## src/rtl/qt_pkg.sv

```systemverilog
`timescale 1ns/1ps
package qt_pkg;

  // Length of the hold stretch that follows the settle deadline.
  function automatic int unsigned hold_len(input int unsigned gap_min,
                                           input int unsigned dly_max,
                                           input int unsigned dly_min);
    return gap_min - dly_max + dly_min;
  endfunction

  // Logic function the observed cell must implement.
  function automatic logic nand2(input logic a, input logic b);
    return ~(a & b);
  endfunction

endpackage

```

## src/rtl/qt_stable.sv

```systemverilog
`timescale 1ns/1ps
// Reports that the current sample and the N samples before it are all equal.
// Samples not yet seen since reset count as agreeing. The report is given on
// the last sample of the window, so a shift of the window origin is immaterial.
module qt_stable #(
  parameter int W = 2,
  parameter int N = 1
) (
  input  logic         clk,
  input  logic         rst_n,
  input  logic [W-1:0] x,
  output logic         hit
);
  logic [W-1:0] hist [N];
  logic [N-1:0] hv;

  always_ff @(posedge clk) begin
    if (!rst_n) hv <= '0;
    else begin
      hv[0] <= 1'b1;
      for (int i = 1; i < N; i++) hv[i] <= hv[i-1];
    end
  end

  always_ff @(posedge clk) begin
    hist[0] <= x;
    for (int i = 1; i < N; i++) hist[i] <= hist[i-1];
  end

  always_comb begin
    hit = 1'b1;
    for (int i = 0; i < N; i++)
      if (hv[i] && hist[i] != x) hit = 1'b0;
  end
endmodule

```

## src/rtl/qt_change.sv

```systemverilog
`timescale 1ns/1ps
// Reports that the sample N+1 steps back differs from at least one of the
// N+1 samples that follow it (the newest being the current one).
module qt_change #(
  parameter int W = 2,
  parameter int N = 0
) (
  input  logic         clk,
  input  logic         rst_n,
  input  logic [W-1:0] x,
  output logic         hit
);
  logic [W-1:0] hist [N+1];
  logic [N:0]   hv;

  always_ff @(posedge clk) begin
    if (!rst_n) hv <= '0;
    else begin
      hv[0] <= 1'b1;
      for (int i = 1; i <= N; i++) hv[i] <= hv[i-1];
    end
  end

  always_ff @(posedge clk) begin
    hist[0] <= x;
    for (int i = 1; i <= N; i++) hist[i] <= hist[i-1];
  end

  always_comb begin
    hit = (x != hist[N]);
    for (int i = 0; i < N; i++)
      if (hist[i] != hist[N]) hit = 1'b1;
    hit = hit & hv[N];
  end
endmodule

```

## src/rtl/qt_nand_timing_mon.sv

```systemverilog
`timescale 1ns/1ps
module qt_nand_timing_mon #(
  parameter int unsigned GAP_MIN = 8,
  parameter int unsigned DLY_MAX = 3,
  parameter int unsigned DLY_MIN = 1
) (
  input  logic clk,
  input  logic rst_n,
  input  logic clr,
  input  logic a0,
  input  logic a1,
  input  logic y,
  output logic win_open,
  output logic env_hit,
  output logic cell_hit,
  output logic env_err,
  output logic cell_err
);
  localparam int unsigned HOLD  = qt_pkg::hold_len(GAP_MIN, DLY_MAX, DLY_MIN);
  localparam int unsigned LAST  = DLY_MAX + HOLD;
  localparam int          AGE_W = $clog2(LAST + 2);
  localparam logic [AGE_W-1:0] AGE_IDLE = AGE_W'(LAST + 1);
  localparam logic [AGE_W-1:0] AGE_OPEN = AGE_W'(DLY_MAX);
  localparam logic [AGE_W-1:0] AGE_LAST = AGE_W'(LAST);

  initial begin
    if (DLY_MAX > GAP_MIN || DLY_MIN > DLY_MAX || GAP_MIN == 0)
      $fatal(1, "qt_nand_timing_mon: timing parameters out of order");
  end

  logic [1:0]       pair;
  logic             chg;        // input pair moved on this sample
  logic             quiet_now;  // last GAP_MIN+1 samples were all equal
  logic             quiet_q;    // same, as of the previous sample
  logic [AGE_W-1:0] age_q, age_now;
  logic             ok_q, ok_now;
  logic             want_y;

  assign pair = {a1, a0};

  qt_change #(.W(2), .N(0)) u_chg (
    .clk(clk), .rst_n(rst_n), .x(pair), .hit(chg)
  );

  qt_stable #(.W(2), .N(int'(GAP_MIN))) u_quiet (
    .clk(clk), .rst_n(rst_n), .x(pair), .hit(quiet_now)
  );

  always_comb begin
    age_now  = chg ? '0 : age_q;
    ok_now   = chg ? quiet_q : ok_q;
    want_y   = qt_pkg::nand2(a0, a1);
    env_hit  = chg & ~quiet_q;
    win_open = ok_now && (age_now >= AGE_OPEN) && (age_now <= AGE_LAST);
    cell_hit = win_open && (y != want_y);
  end

  always_ff @(posedge clk) begin
    if (!rst_n) begin
      quiet_q  <= 1'b1;
      age_q    <= AGE_IDLE;
      ok_q     <= 1'b0;
      env_err  <= 1'b0;
      cell_err <= 1'b0;
    end else begin
      quiet_q  <= quiet_now;
      age_q    <= (age_now == AGE_IDLE) ? AGE_IDLE : age_now + 1'b1;
      ok_q     <= ok_now;
      env_err  <= env_hit  | (env_err  & ~clr);
      cell_err <= cell_hit | (cell_err & ~clr);
    end
  end

  // a breach is remembered from the next sample on
  p_env_flag_sets_r7: assert property (@(posedge clk) disable iff (!rst_n)
    env_hit |=> env_err);
  p_cell_flag_sets_r7: assert property (@(posedge clk) disable iff (!rst_n)
    cell_hit |=> cell_err);
  // flags only fall on a clear
  p_env_flag_holds_r7: assert property (@(posedge clk) disable iff (!rst_n)
    env_err && !clr |=> env_err);
  p_cell_flag_clears_r7: assert property (@(posedge clk) disable iff (!rst_n)
    clr && !cell_hit |=> !cell_err);
  // an illegal change never has its own response judged
  p_bad_change_excused_r6: assert property (@(posedge clk) disable iff (!rst_n)
    env_hit |-> !win_open && !cell_hit);
  // a window is open only on samples after a change, never on one
  p_window_not_at_change_r3: assert property (@(posedge clk) disable iff (!rst_n)
    (DLY_MAX > 0) && win_open |-> !chg);
endmodule

```

## config.mk

```make
export PLATFORM = sky130hd
export DESIGN_NAME = qt_nand_timing_mon
export DESIGN_NICKNAME = d
export VERILOG_FILES = /design/src/rtl/qt_pkg.sv /design/src/rtl/qt_stable.sv /design/src/rtl/qt_change.sv /design/src/rtl/qt_nand_timing_mon.sv
export SDC_FILE = /design/constraint.sdc
export NUM_CORES = 1
export LEC_CHECK = 0
export BUFFER_PORTS_ARGS = -buffer_cell sky130_fd_sc_hd__buf_4
export CAP_MARGIN = 20
export CORE_MARGIN = 4
export CORE_UTILIZATION = 45
export DETAILED_ROUTE_END_ITERATION = 12
export PLACE_DENSITY = 0.65
export SETUP_SLACK_MARGIN = 0.4
export SYNTH_ARGS = -nofsm -noshare
export SYNTH_HDL_FRONTEND = slang
export SYNTH_SLANG_ARGS = --single-unit
export TNS_END_PERCENT = 5
```

## constraint.sdc

```tcl
create_clock -name clk -period 2.7 [get_ports clk]
set_clock_uncertainty 0.2 [all_clocks]
set_input_delay 0.135 -clock clk [delete_from_list [all_inputs] [get_ports clk]]
set_output_delay 0.135 -clock clk [all_outputs]
set_load 0.01 [all_outputs]
```

After elaboration in Yosys (flattened, before gate mapping)
Memories as Yosys holds them, arrays and structs flattened. Index checks and enable logic that the tools add are counted. W data, S select, Z words.

Bits in registers: 17. Memories: 2. Memory bits (writable): 18. Bits of input ports: 6.

Equal/unequal tests: 11. Multiplexer cells: 12. Bitwise logic cells: 11. Magnitude comparators: 2. Add/subtract/negate cells: 1. Reductions and logical operators: 12.

Memories: u_quiet.hist (depth 8, bits a word 2, rd ports 8, clocked after Yosys merged registers in 0, write ports 8, RTL line qt_stable.sv:14) `logic [W-1:0] hist [N];`; u_chg.hist (depth 1, bits a word 2, rd ports 1, clocked after Yosys merged registers in 0, write ports 1, RTL line qt_change.sv:13) `logic [W-1:0] hist [N+1];`.

Operators by type and width (number): $ne A2 B2 Y1 (9); $logic_and A1 B1 Y1 (11); $mux W1 (11); $and A1 B1 Y1 (5); $add A4 B1 Y4 const B (1); $eq A4 B4 Y1 const B (1); $ge A4 B2 Y1 const B (1); $le A4 B4 Y1 const B (1); $mux W4 (1); $not A1 Y1 (4); $or A1 B1 Y1 (2); $reduce_or A2 Y1 (1); $ne A1 B1 Y1 (1).

Longest topological paths before layout
Gate-level depths: netlist of run 1. An unclocked memory read counts as a cell.

Word-level depth: 11. Mapped depth: 10. Mapped depth without buffers: 9.

Hierarchy
A second synthesis of run 1 with hierarchy kept.

Cells, all modules: 103. Area total of the unflattened synthesis: 1166.1 um2.

Modules (own cells, without submodules): qt_stable (area an instance 743.2 um2, cells each 60, instances 1, seq. area each 480.5 um2); qt_nand_timing_mon (area an instance 337.8 um2, cells each 37, instances 1, seq. area each 160.2 um2); qt_change (area an instance 85.1 um2, cells each 6, instances 1, seq. area each 60.1 um2).

Least setup slack after synthesis of run 1
OpenSTA, ideal clock, no wires.

Kind: reg2out. Start: mem u_chg.hist[0][0]. End: out cell_hit. Setup slack: 0.667 ns. Arrival: 1.698 ns. Cell stages (with the launch flop): 9. Path through: dfxtp_1 xor2_1 o21ai_4 and2_2 ha_1 o31ai_1 a21oi_1 mux2i_1 nor2_1.

Cells in the longest elaborated chain, start to end: 8. Elaborated cells on any way between the ends: 10. Classes of those cells: order compare: 2; eq/ne: 1; mux: 2; bitwise: 1; reduce/logical: 3; memory: 1.

Ends and longest elaborated chain: from (decl) (RTL line qt_change.sv:13); $mem_v2 Z1 W2 *; $ne A2 B2 Y1 * (RTL line qt_change.sv:30) `hit = (x != hist[N]);`; $and A1 B1 Y1 * (RTL line qt_change.sv:33) `hit = hit & hv[N];`; $mux W4 (RTL line qt_nand_timing_mon.sv:50) `age_now = chg ? '0 : age_q;`; $ge A4 B2 Y1 (RTL line qt_nand_timing_mon.sv:54) `win_open = ok_now && (age_now >= AGE_OPEN) && (age_now <= AGE_LAST);`; $logic_and A1 B1 Y1 (RTL line qt_nand_timing_mon.sv:54); $logic_and A1 B1 Y1 * (RTL line qt_nand_timing_mon.sv:54); $logic_and A1 B1 Y1 * (RTL line qt_nand_timing_mon.sv:55) `cell_hit = win_open && (y != want_y);`; to (decl) (RTL line qt_nand_timing_mon.sv:15) `output logic cell_hit,`.

Every way passes the cells marked *; elsewhere a longest branch is shown, timed or not.

==> results of run 1 <==
[final cells by class]
class | count | area, sq um
repair buffers | 28 | 223
multi-input cells | 68 | 526
flip-flops and latches | 32 | 643
well taps | 30 | 37.5
clock inverters | 2 | 35.0
clock buffers | 6 | 41.3
inverters | 4 | 15.0
fillers | 220 | 980
[synthesized netlist by cell type (3+ instances only)]
master / number
nor2_1: 5
inv_1: 4
o21a_1: 3
dfxtp_1: 32
xor2_1: 16
a21oi_1: 3
ha_1: 4
and2_1: 8
o21ai_0: 10
[cell families (layout without fill, tap and decap cells)]
logic type                 Yosys count  after routing
and+or+nand+nor                     23             23
DFF                                 32             32
muxes                                2              2
xor gates and xnor gates            18             18
adders and majority gates            4              4
buffers and inverters                7             40
AOI/OAI and AO/OA                   21             21
[flip-flops by register name (all words and copies together) (netlist names)]
signal,cells
ok_q,1
u_quiet.hv,7
quiet_q,1
u_chg.hv,1
cell_err,1
u_quiet.hist,15
env_err,1
u_chg.hist,1
age_q,4
[cells in the final DEF, fill, tap and decap left out, types with 3 or more instances in the layout]
master         netlist  final
nor2_1               5      5
xor2_1              16     15
buf_4                0     23
clkbuf_4             0      5
dfxtp_1             32     30
o21ai_0             10     10
a21oi_1              3      3
and2_1               8      8
dlygate4sd3_1        0      5
o21a_1               3      3
[final timing paths]
path	startpoint	end	slack, ns	cells past startpoint
min	a1	cell_err	0.12	4
max reg2reg	u_quiet.hist[0][1]	age_q[1]	0.36	12
max	u_quiet.hist[0][1]	cell_hit	0.27	10
min reg2reg	u_quiet.hist[0][3]	u_quiet.hist[0][5]	0.17	0
[per-stage QoR]
step	cell area [sq um]	hold slack (ns)	total power, uW
final	1520	0.121	1030
after global routing	1520	0.140	1080
after CTS	1510	0.130	1030
after detailed placement	1270	0.135	635
after global placement	1270	0.137	634
after floorplan	1190	-0.0373	605
[routing by layer]
| metal | global-route usage | share of wire | vias to the layer above |
|---|---|---|---|
| met5 | 0 | 0 | - |
| met3 | 0.0588 | 0.045 | 5 |
| met1 | 0.169 | 0.43 | 386 |
| met4 | 0.0680 | 0.024 | 0 |
| li1 | - | - | 414 |
| met2 | 0.237 | 0.50 | 13 |
[power groups by stage]
stage / registers (uW) / logic [uW] / clock network, uW
finish: 521 / 151 / 354
global route: 525 / 166 / 390
CTS: 520 / 144 / 362
detailed placement: 530 / 105 / 0
global placement: 530 / 104 / 0
floorplan: 525 / 80.2 / 0
[what timing repair did]
item,CTS,global route
buffers inserted,12,1
pin swaps,8,0
endpoints found under the hold margin,15,0
endpoints found under the setup margin,2,6
hold buffers,5,0
gates resized for setup,9,1
[critical path: cells and delay by family, from the launching register on]
family | cells | cell delay (ns)
AO/OA/AOI/OAI | 3 | 0.41
flip-flops | 1 | 0.34
AND/OR/NAND/NOR | 2 | 0.26
multiplexers | 1 | 0.22
XOR/XNOR | 1 | 0.19
buffers and inverters | 2 | 0.19
adder cells (fa/ha/maj) | 1 | 0.17
==> metrics.txt, run 1 <==
outcome=completed; clock network power share=0.345; unrepaired setup endpoints after global routing=yes; class of the most critical hold timing path=input pin to register; overall global routing resource usage=0.147; syn_area_per_cell=around 11 sq um; basic-gate share of the synthesized area counting and, or, nand and nor cells=0.109; largest net degree at the start of global routing=14; leakage component of the power=roughly 0.00066 uW; pin slew with the least headroom to its limit=0.222 ns; total CTS buffers=5; category of the worst setup path launch point=register; number of failing setup endpoints in the final timing report=0; clock tree from TritonCTS=yes; Die Height=around 59 um; warning count from the yosys run=0; net count after synthesis=117; clk_lat worst skew=about 0.33 ns; dominant cell type by area after synthesis=dfxtp_1; fin crit share=0.902; cell area power density=674 nW/um^2; Chip Width=roughly 59 um; count of unresolved DRC violations after routing=0; critical path peak fanout=4; clock tree buffer depth=2; dominant combinational cell family by area after synthesis=XOR/XNOR gates; Syn Std Cell Area=between 1000 and 1500 sq um; worst setup timing slack at the placement stage=0.373 ns; Antenna diodes=0; CP Cell Sequence=xor2_2 > o21ai_4 > and2_4 > inv_2 > ha_2 > o21bai_1 > a21oi_1 > mux2i_2 > nor2_1 > buf_4; DRT Pass-1 Iters=2; XOR/XNOR share of the synthesized area=0.139; post-placement cell count=between 100 and 150; non-filler instance count after layout=170; share of flip-flops with an asynchronous set or reset=0; aggregate global routing overflow=0; count of state elements after synthesis=32; via count of the first global-routing pass=833; maximum ir drop on the vdd rail=0.000463 V; Core Rows=18; smallest setup slack after layout=0.265 ns; max-capacitance violation count=0; Post-Route WL=2.18 mm; portion of synthesized cell area occupied by the leading cell type=0.539; switching share of power=0.240; fraction of the mapped netlist area in compound gates=0.119; Seq/Total Area, Yosys=0.539; via count=between 800 and 900; maximum clock rate=approximately 0.41 GHz; worst-path cell with the longest stage delay=dfxtp_2; Initial Util=0.475; Syn-to-layout area delta=27.9%; sequential power share=0.508; final-layout setup total negative slack=0 ns; Combinational Power Share=0.147; via density per instance=approximately 4.8; clock-pin slew on the worst setup and hold paths=0.10 ns; detailed placement HPWL=1.37 mm; max-slew headroom at the worst pin=0.849; die area=approximately 3500 sq um; iteration-0 DRC count of the detailed router=2; WP data required=between 2 and 2.5 ns; top_reg_cell synth=dfxtp_1; data arrival time at the worst-slack endpoint=approximately 2.1 ns; Period minus WS final=about 2.4 ns; peak per-stage delay on the critical path=0.34 ns; CTS HTree Levels=2; number of antenna violations at the first check in global routing=0; EDFF count, synth=0; internal power contribution=between 700 and 800 uW; Avg WL per Cell=between 10 and 15 um; Final Net Count=approximately 150; wire length of the first global-routing pass=around 3.6 mm; gp weighted congestion=0.763; Psw=between 200 and 250 uW; count of final max-slew check failures=0; category of the most critical setup path=register to output port; adder and majority cell fraction of the synthesized area=0.0421; number of input and output port buffers inserted=10; core box area=between 2000 and 2500 sq um; unique cell type count in the Yosys netlist=25; share of final-layout standard cells stronger than drive strength 1=0.314; Area contributors post-synth=dfxtp_1, xor2_1, and2_1, ha_1, o21ai_0; cell count after synthesis=about 110; fraction of synthesized area in multiplexers=0.0168; number of antenna-violating nets in the routed design=0; I/O pin count=11; CTS sink count=32; kind of end point of the critical path=output port; final core utilization=0.608; endpoints failing hold=0; Root Buffer=clkbuf_4
No activity file was read; power rests on OpenSTA's default activity.
==> run 2: changes to the inputs <==
==> constraint.sdc (replaced) <==
create_clock -name clk -period 2.6 [get_ports clk]
set_clock_uncertainty 0.2 [all_clocks]
set_input_delay 0.13 -clock clk [delete_from_list [all_inputs] [get_ports clk]]
set_output_delay 0.13 -clock clk [all_outputs]
set_load 0.01 [all_outputs]
==> run 2 against run 1 <==
  * Cell count stayed put
  * Sequential power is 4.0% higher
  * Worst hold slack better by 0.018 ns
  * Combinational power is 3% higher
  * Core utilization is 0.15 points higher
  * Power is 3.7% higher
  * Largest cell class unchanged
  * Highest routed layer unchanged
==> metrics.txt, run 2 (same netlist as run 1, synthesis figures left out) <==
leakage component of the power=about 0.00066 uW; Psw=256 uW; CTS sink count=32; endpoints failing hold=0; number of antenna violations at the first check in global routing=0; gp weighted congestion=0.746; Combinational Power Share=0.146; maximum ir drop on the vdd rail=about 0.00048 V; via count of the first global-routing pass=~840; via count=between 700 and 800; overall global routing resource usage=0.133; critical path buffer and inverter count=3; Die Height=59.4 um; Core Rows=18; clock tree buffer depth=2; Root Buffer=clkbuf_4; Avg WL per Cell=12.2 um; category of cells accounting for the largest share of critical-path delay=compound AO/OA/AOI/OAI gates; max-slew headroom at the worst pin=0.841; Top Registers=u_quiet.hist (15), u_quiet.hv (7), age_q (4); pin slew with the least headroom to its limit=0.236 ns; count of final max-slew check failures=0; critical path peak fanout=4; detailed placement HPWL=1.33 mm; iteration-0 DRC count of the detailed router=18; wire length of the first global-routing pass=approximately 3.4 mm; share of final-layout standard cells stronger than drive strength 1=0.321; class of the most critical hold timing path=input pin to register; I/O pin count=11; Period minus WS final=between 2 and 2.5 ns; clock tree from TritonCTS=yes; cell area power density=698 nW/um^2; Syn-to-layout area delta=28.2%; commonest cells after routing, fill and taps aside=dfxtp_1, buf_4, xor2_1; Post-Route WL=approximately 2.1 mm; Initial Util=0.475; number of antenna-violating nets in the routed design=0; CP Cell Sequence=xor2_2 > o21ai_4 > and2_4 > inv_2 > ha_2 > o21bai_1 > a21oi_1 > mux2i_2 > inv_1 > buf_4; core box area=roughly 2500 sq um; sequential power share=0.509; leading cell type in the layout, fill and taps excluded=dfxtp_1; peak per-stage delay on the critical path=0.35 ns; category of the worst setup path launch point=register; number of input and output port buffers inserted=10; final-layout setup total negative slack=0 ns; count of unresolved DRC violations after routing=0; CTS HTree Levels=2; max-capacitance violation count=0; total CTS buffers=5; Final Net Count=between 100 and 150; clock-pin slew on the worst setup and hold paths=0.11 ns; via density per instance=about 4.7; fin crit share=0.941; category of the most critical setup path=register to output port; number of failing setup endpoints in the final timing report=0; largest net degree at the start of global routing=14; data arrival time at the worst-slack endpoint=2.12 ns; Chip Width=between 50 and 60 um; worst-path cell with the longest stage delay=dfxtp_2; switching share of power=0.241; flip-flop count of the largest register, all copies and words added=15; Antenna diodes=0; total placed instance area=~1300 sq um; clock network power share=0.345; die area=3530 sq um; kind of end point of the critical path=output port; unrepaired setup endpoints after global routing=yes; clk_lat worst skew=0.32 ns; outcome=completed; aggregate global routing overflow=0; largest reg by FF count=u_quiet.hist; DRT Pass-1 Iters=4; internal power contribution=a little over 800 uW; maximum clock rate=about 0.41 GHz; post-layout instance area=~1500 sq um; WP data required=2.27 ns
## run 2: changes by cell type in the layout (fill, tap and decap cells not counted)
cell / delta
clkbuf_1: -1
clkinvlp_4: +1
## run 2: power groups by stage
stage          registers [uW]  logic, uW  clock network (uW)
6_report                  542        155                 367
5_1_grt                   545        168                 404
4_1_cts                   541        150                 377
2_1_floorplan             545       83.3                   0
3_3_place_gp              550        108                   0
3_5_place_dp              551        109                   0
## run 2: layer usage
layer / track usage / vias up / part of all wire
met5: 0 / - / 0
met3: 0.0479 / 2 / 0.043
li1: - / 413 / -
met4: 0.0647 / 0 / 0.0072
met1: 0.157 / 360 / 0.47
met2: 0.212 / 16 / 0.48
## run 2: cell type report
class                   count  area [sq um]
well taps                  30          37.5
multi-input cells          68           526
repair buffers             28           223
clock buffers               5          37.5
inverters                   4          15.0
flip-flops and latches     32           643
clock inverters             3          42.5
fillers                   215           976
## run 2: metrics by stage
stage / hold slack (ns) / util / setup WS [ns] / power (uW) / instances
floorplan: -0.0423 / - / 0.572 / 629 / 107
global placement: 0.132 / 0.510 / 0.314 / 658 / 144
detailed placement: 0.136 / 0.510 / 0.263 / 660 / 144
CTS: 0.141 / 0.607 / 0.160 / 1070 / 169
global route: 0.131 / 0.610 / 0.00466 / 1120 / 170
finish: 0.139 / 0.610 / 0.153 / 1060 / 170
## run 2: path summary, 6_finish.rpt
check | endpoint | cells past startpoint | slack [ns] | startpoint
setup / recovery | win_open | 10 | 0.15 | u_quiet.hist[0][1]
hold reg to reg | u_quiet.hist[1][5] | 0 | 0.17 | u_quiet.hist[1][3]
setup reg to reg | age_q[1] | 12 | 0.20 | u_quiet.hist[0][1]
hold / removal | cell_err | 4 | 0.14 | a0
## run 2: worst reg2reg max path: cells and delay by family (launching register included)
kind | cells | cell delay, ns
buf+inv | 5 | 0.52
simple gates | 3 | 0.31
compound gates | 2 | 0.52
xor+xnor | 1 | 0.19
fa+ha+maj | 1 | 0.21
flops | 1 | 0.35
## run 2: what timing repair did
action                                  4_1_cts  5_1_grt
resized for setup                            10        0
pin swaps                                     9        2
hold endpoints to repair                     14        0
hold buffers                                  5        0
buffers inserted                             12        1
endpoints found under the setup margin        3        7
==> run 3: changes to the inputs <==
==> constraint.sdc (replaced) <==
create_clock -name clk -period 2.3 [get_ports clk]
set_clock_uncertainty 0.2 [all_clocks]
set_input_delay 0.115 -clock clk [delete_from_list [all_inputs] [get_ports clk]]
set_output_delay 0.115 -clock clk [all_outputs]
set_load 0.01 [all_outputs]
==> run 3 against run 2 <==
  * The flow now finishes with violations (setup timing)
  * Clock-buffer cell count increased by 1
  * Clock power grew 11%
  * Cell count decreased by 4.1%
  * Combinational power increased by 5%
  * Sequential power is 13% higher
  * Power increased by 11%
==> metrics.txt, run 3 (same netlist as run 1, synthesis figures left out) <==
number of failing setup endpoints in the final timing report=2; DRT Pass-1 Iters=2; Period minus WS final=approximately 2.4 ns; number of input and output port buffers inserted=10; WP data required=1.99 ns; class of the most critical hold timing path=input pin to register; category of the worst setup path launch point=register; data arrival time at the worst-slack endpoint=about 2.1 ns; leading cell type in the layout, fill and taps excluded=dfxtp_1; Chip Width=59.4 um; I/O pin count=11; smallest setup slack after layout=-0.123 ns; Syn-to-layout area delta=25.3%; reg-to-reg critical path startpoint=u_chg.hist[0][0]; Avg WL per Cell=12.7 um; clock tree from TritonCTS=yes; unrepaired setup endpoints after global routing=yes; Initial Util=0.475; maximum clock rate=0.413 GHz; via count=about 800; gp weighted congestion=a little over 0.7; maximum ir drop on the vdd rail=between 0.0005 and 0.0006 V; pin slew with the least headroom to its limit=about 0.27 ns; internal reg-to-reg setup slack=between 0.2 and 0.3 ns; peak per-stage delay on the critical path=roughly 0.34 ns; Die Height=slightly below 60 um; flip-flop count of the largest register, all copies and words added=15; worst setup timing slack at the placement stage=0.0666 ns; largest net degree at the start of global routing=14; leakage component of the power=about 0.00064 uW; clock-pin slew on the worst setup and hold paths=0.09 ns; die area=approximately 3500 sq um; outcome=finished, violations left; largest reg by FF count=u_quiet.hist; worst-path cell with the longest stage delay=dfxtp_2; max-slew headroom at the worst pin=0.818; iteration-0 DRC count of the detailed router=6; CTS HTree Levels=2; endpoints failing hold=0; Root Buffer=clkbuf_4; violations in the final reports=setup timing; commonest cells after routing, fill and taps aside=dfxtp_1, xor2_1, buf_4; PnR Total Power=about 1200 uW; Reg-to-Reg End=cell_err; clock tree buffer depth=2; count of final max-slew check failures=0; core box area=2500 sq um; overall global routing resource usage=0.137; critical path peak fanout=4; count of unresolved DRC violations after routing=0; via density per instance=~4.8; via count of the first global-routing pass=820; Antenna diodes=0; CP Cell Sequence=xor2_2 > o21ai_4 > and2_4 > inv_2 > ha_2 > o21bai_1 > a21oi_1 > mux2i_1 > buf_4 > nor2_2 > buf_4; detailed placement HPWL=1.38 mm; Post-Route WL=~2.1 mm; Final Net Count=roughly 140; category of the most critical setup path=register to output port; max-capacitance violation count=0; number of instances on the worst hold path=4; number of antenna violations at the first check in global routing=0; Worst Min Path Start=a0; number of antenna-violating nets in the routed design=0; kind of end point of the critical path=output port; most frequent CP cell=buf_4; Worst Reg2Reg Path Length in Cells=9; Top Registers=u_quiet.hist (15), u_quiet.hv (7), age_q (4); clk_lat worst skew=around 0.31 ns; terminating pin of the worst hold path=cell_err; total CTS buffers=5; aggregate global routing overflow=0; fin crit share=1.05; share of final-layout standard cells stronger than drive strength 1=0.301; CTS sink count=32; cell area power density=just under 800 nW/um^2; Core Rows=18; wire length of the first global-routing pass=approximately 3.5 mm
-- run 3: worst max-delay path by stage --
stage	from	end	slack, ns	cells after the start
global placement	u_quiet.hist[0][1]	win_open	0.13	9
global route	u_chg.hist[0][0]	cell_hit	-0.30	11
finish	u_chg.hist[0][0]	cell_hit	-0.12	11
CTS	u_quiet.hist[0][1]	cell_hit	-0.11	10
detailed placement	u_chg.hist[0][0]	win_open	0.07	10
floorplan	u_chg.hist[0][0]	win_open	0.35	9
-- run 3: through the flow --
step / std cells / hold slack, ns / setup TNS (ns) / instance area (sq um) / util
6_report: 163 / 0.152 / -0.215 / 1490 / 0.596
2_1_floorplan: 107 / -0.0573 / 0 / 1200 / -
3_5_place_dp: 144 / 0.122 / 0 / 1290 / 0.516
3_3_place_gp: 144 / 0.126 / 0 / 1290 / 0.516
4_1_cts: 161 / 0.127 / -0.212 / 1460 / 0.584
5_1_grt: 163 / 0.155 / -0.577 / 1490 / 0.596
-- run 3: what timing repair did --
item | CTS | global route
endpoints found under the hold margin | 14 | 0
resized for setup | 3 | 6
setup buffers | 4 | 2
hold buffers | 5 | 0
pin swaps | 2 | 7
endpoints found under the setup margin | 4 | 5
-- run 3: report_power, final --
group | leakage, uW | total, uW | switching, uW | internal, uW
registers | 0.000267 | 611 | 24.1 | 586
clock network | 0.0000422 | 406 | 178 | 228
logic | 0.000326 | 162 | 75.0 | 86.7
-- run 3: critical path: cells and delay by family, from the launching register on --
kind | cells | cell delay, ns
fa+ha+maj | 1 | 0.15
flops | 1 | 0.34
compound gates | 3 | 0.43
simple gates | 2 | 0.22
mux | 1 | 0.13
xor+xnor | 1 | 0.19
buf+inv | 3 | 0.33
-- run 3: metal layers --
metal / routed length, um / part of all wire / track usage
met5: 0 / 0 / 0
met2: 1020 / 0.49 / 0.223
met3: 63 / 0.031 / 0.0458
met1: 959 / 0.47 / 0.164
met4: 19 / 0.0092 / 0.0550
-- run 3: area by class of cell --
class	instances	area, sq um
Tap cell	30	37.5
Sequential cell	32	646
Multi-Input combinational cell	68	541
Fill cell	218	1010
Timing Repair Buffer	21	174
Inverter	4	15.0
Clock inverter	2	35.0
Clock buffer	6	41.3
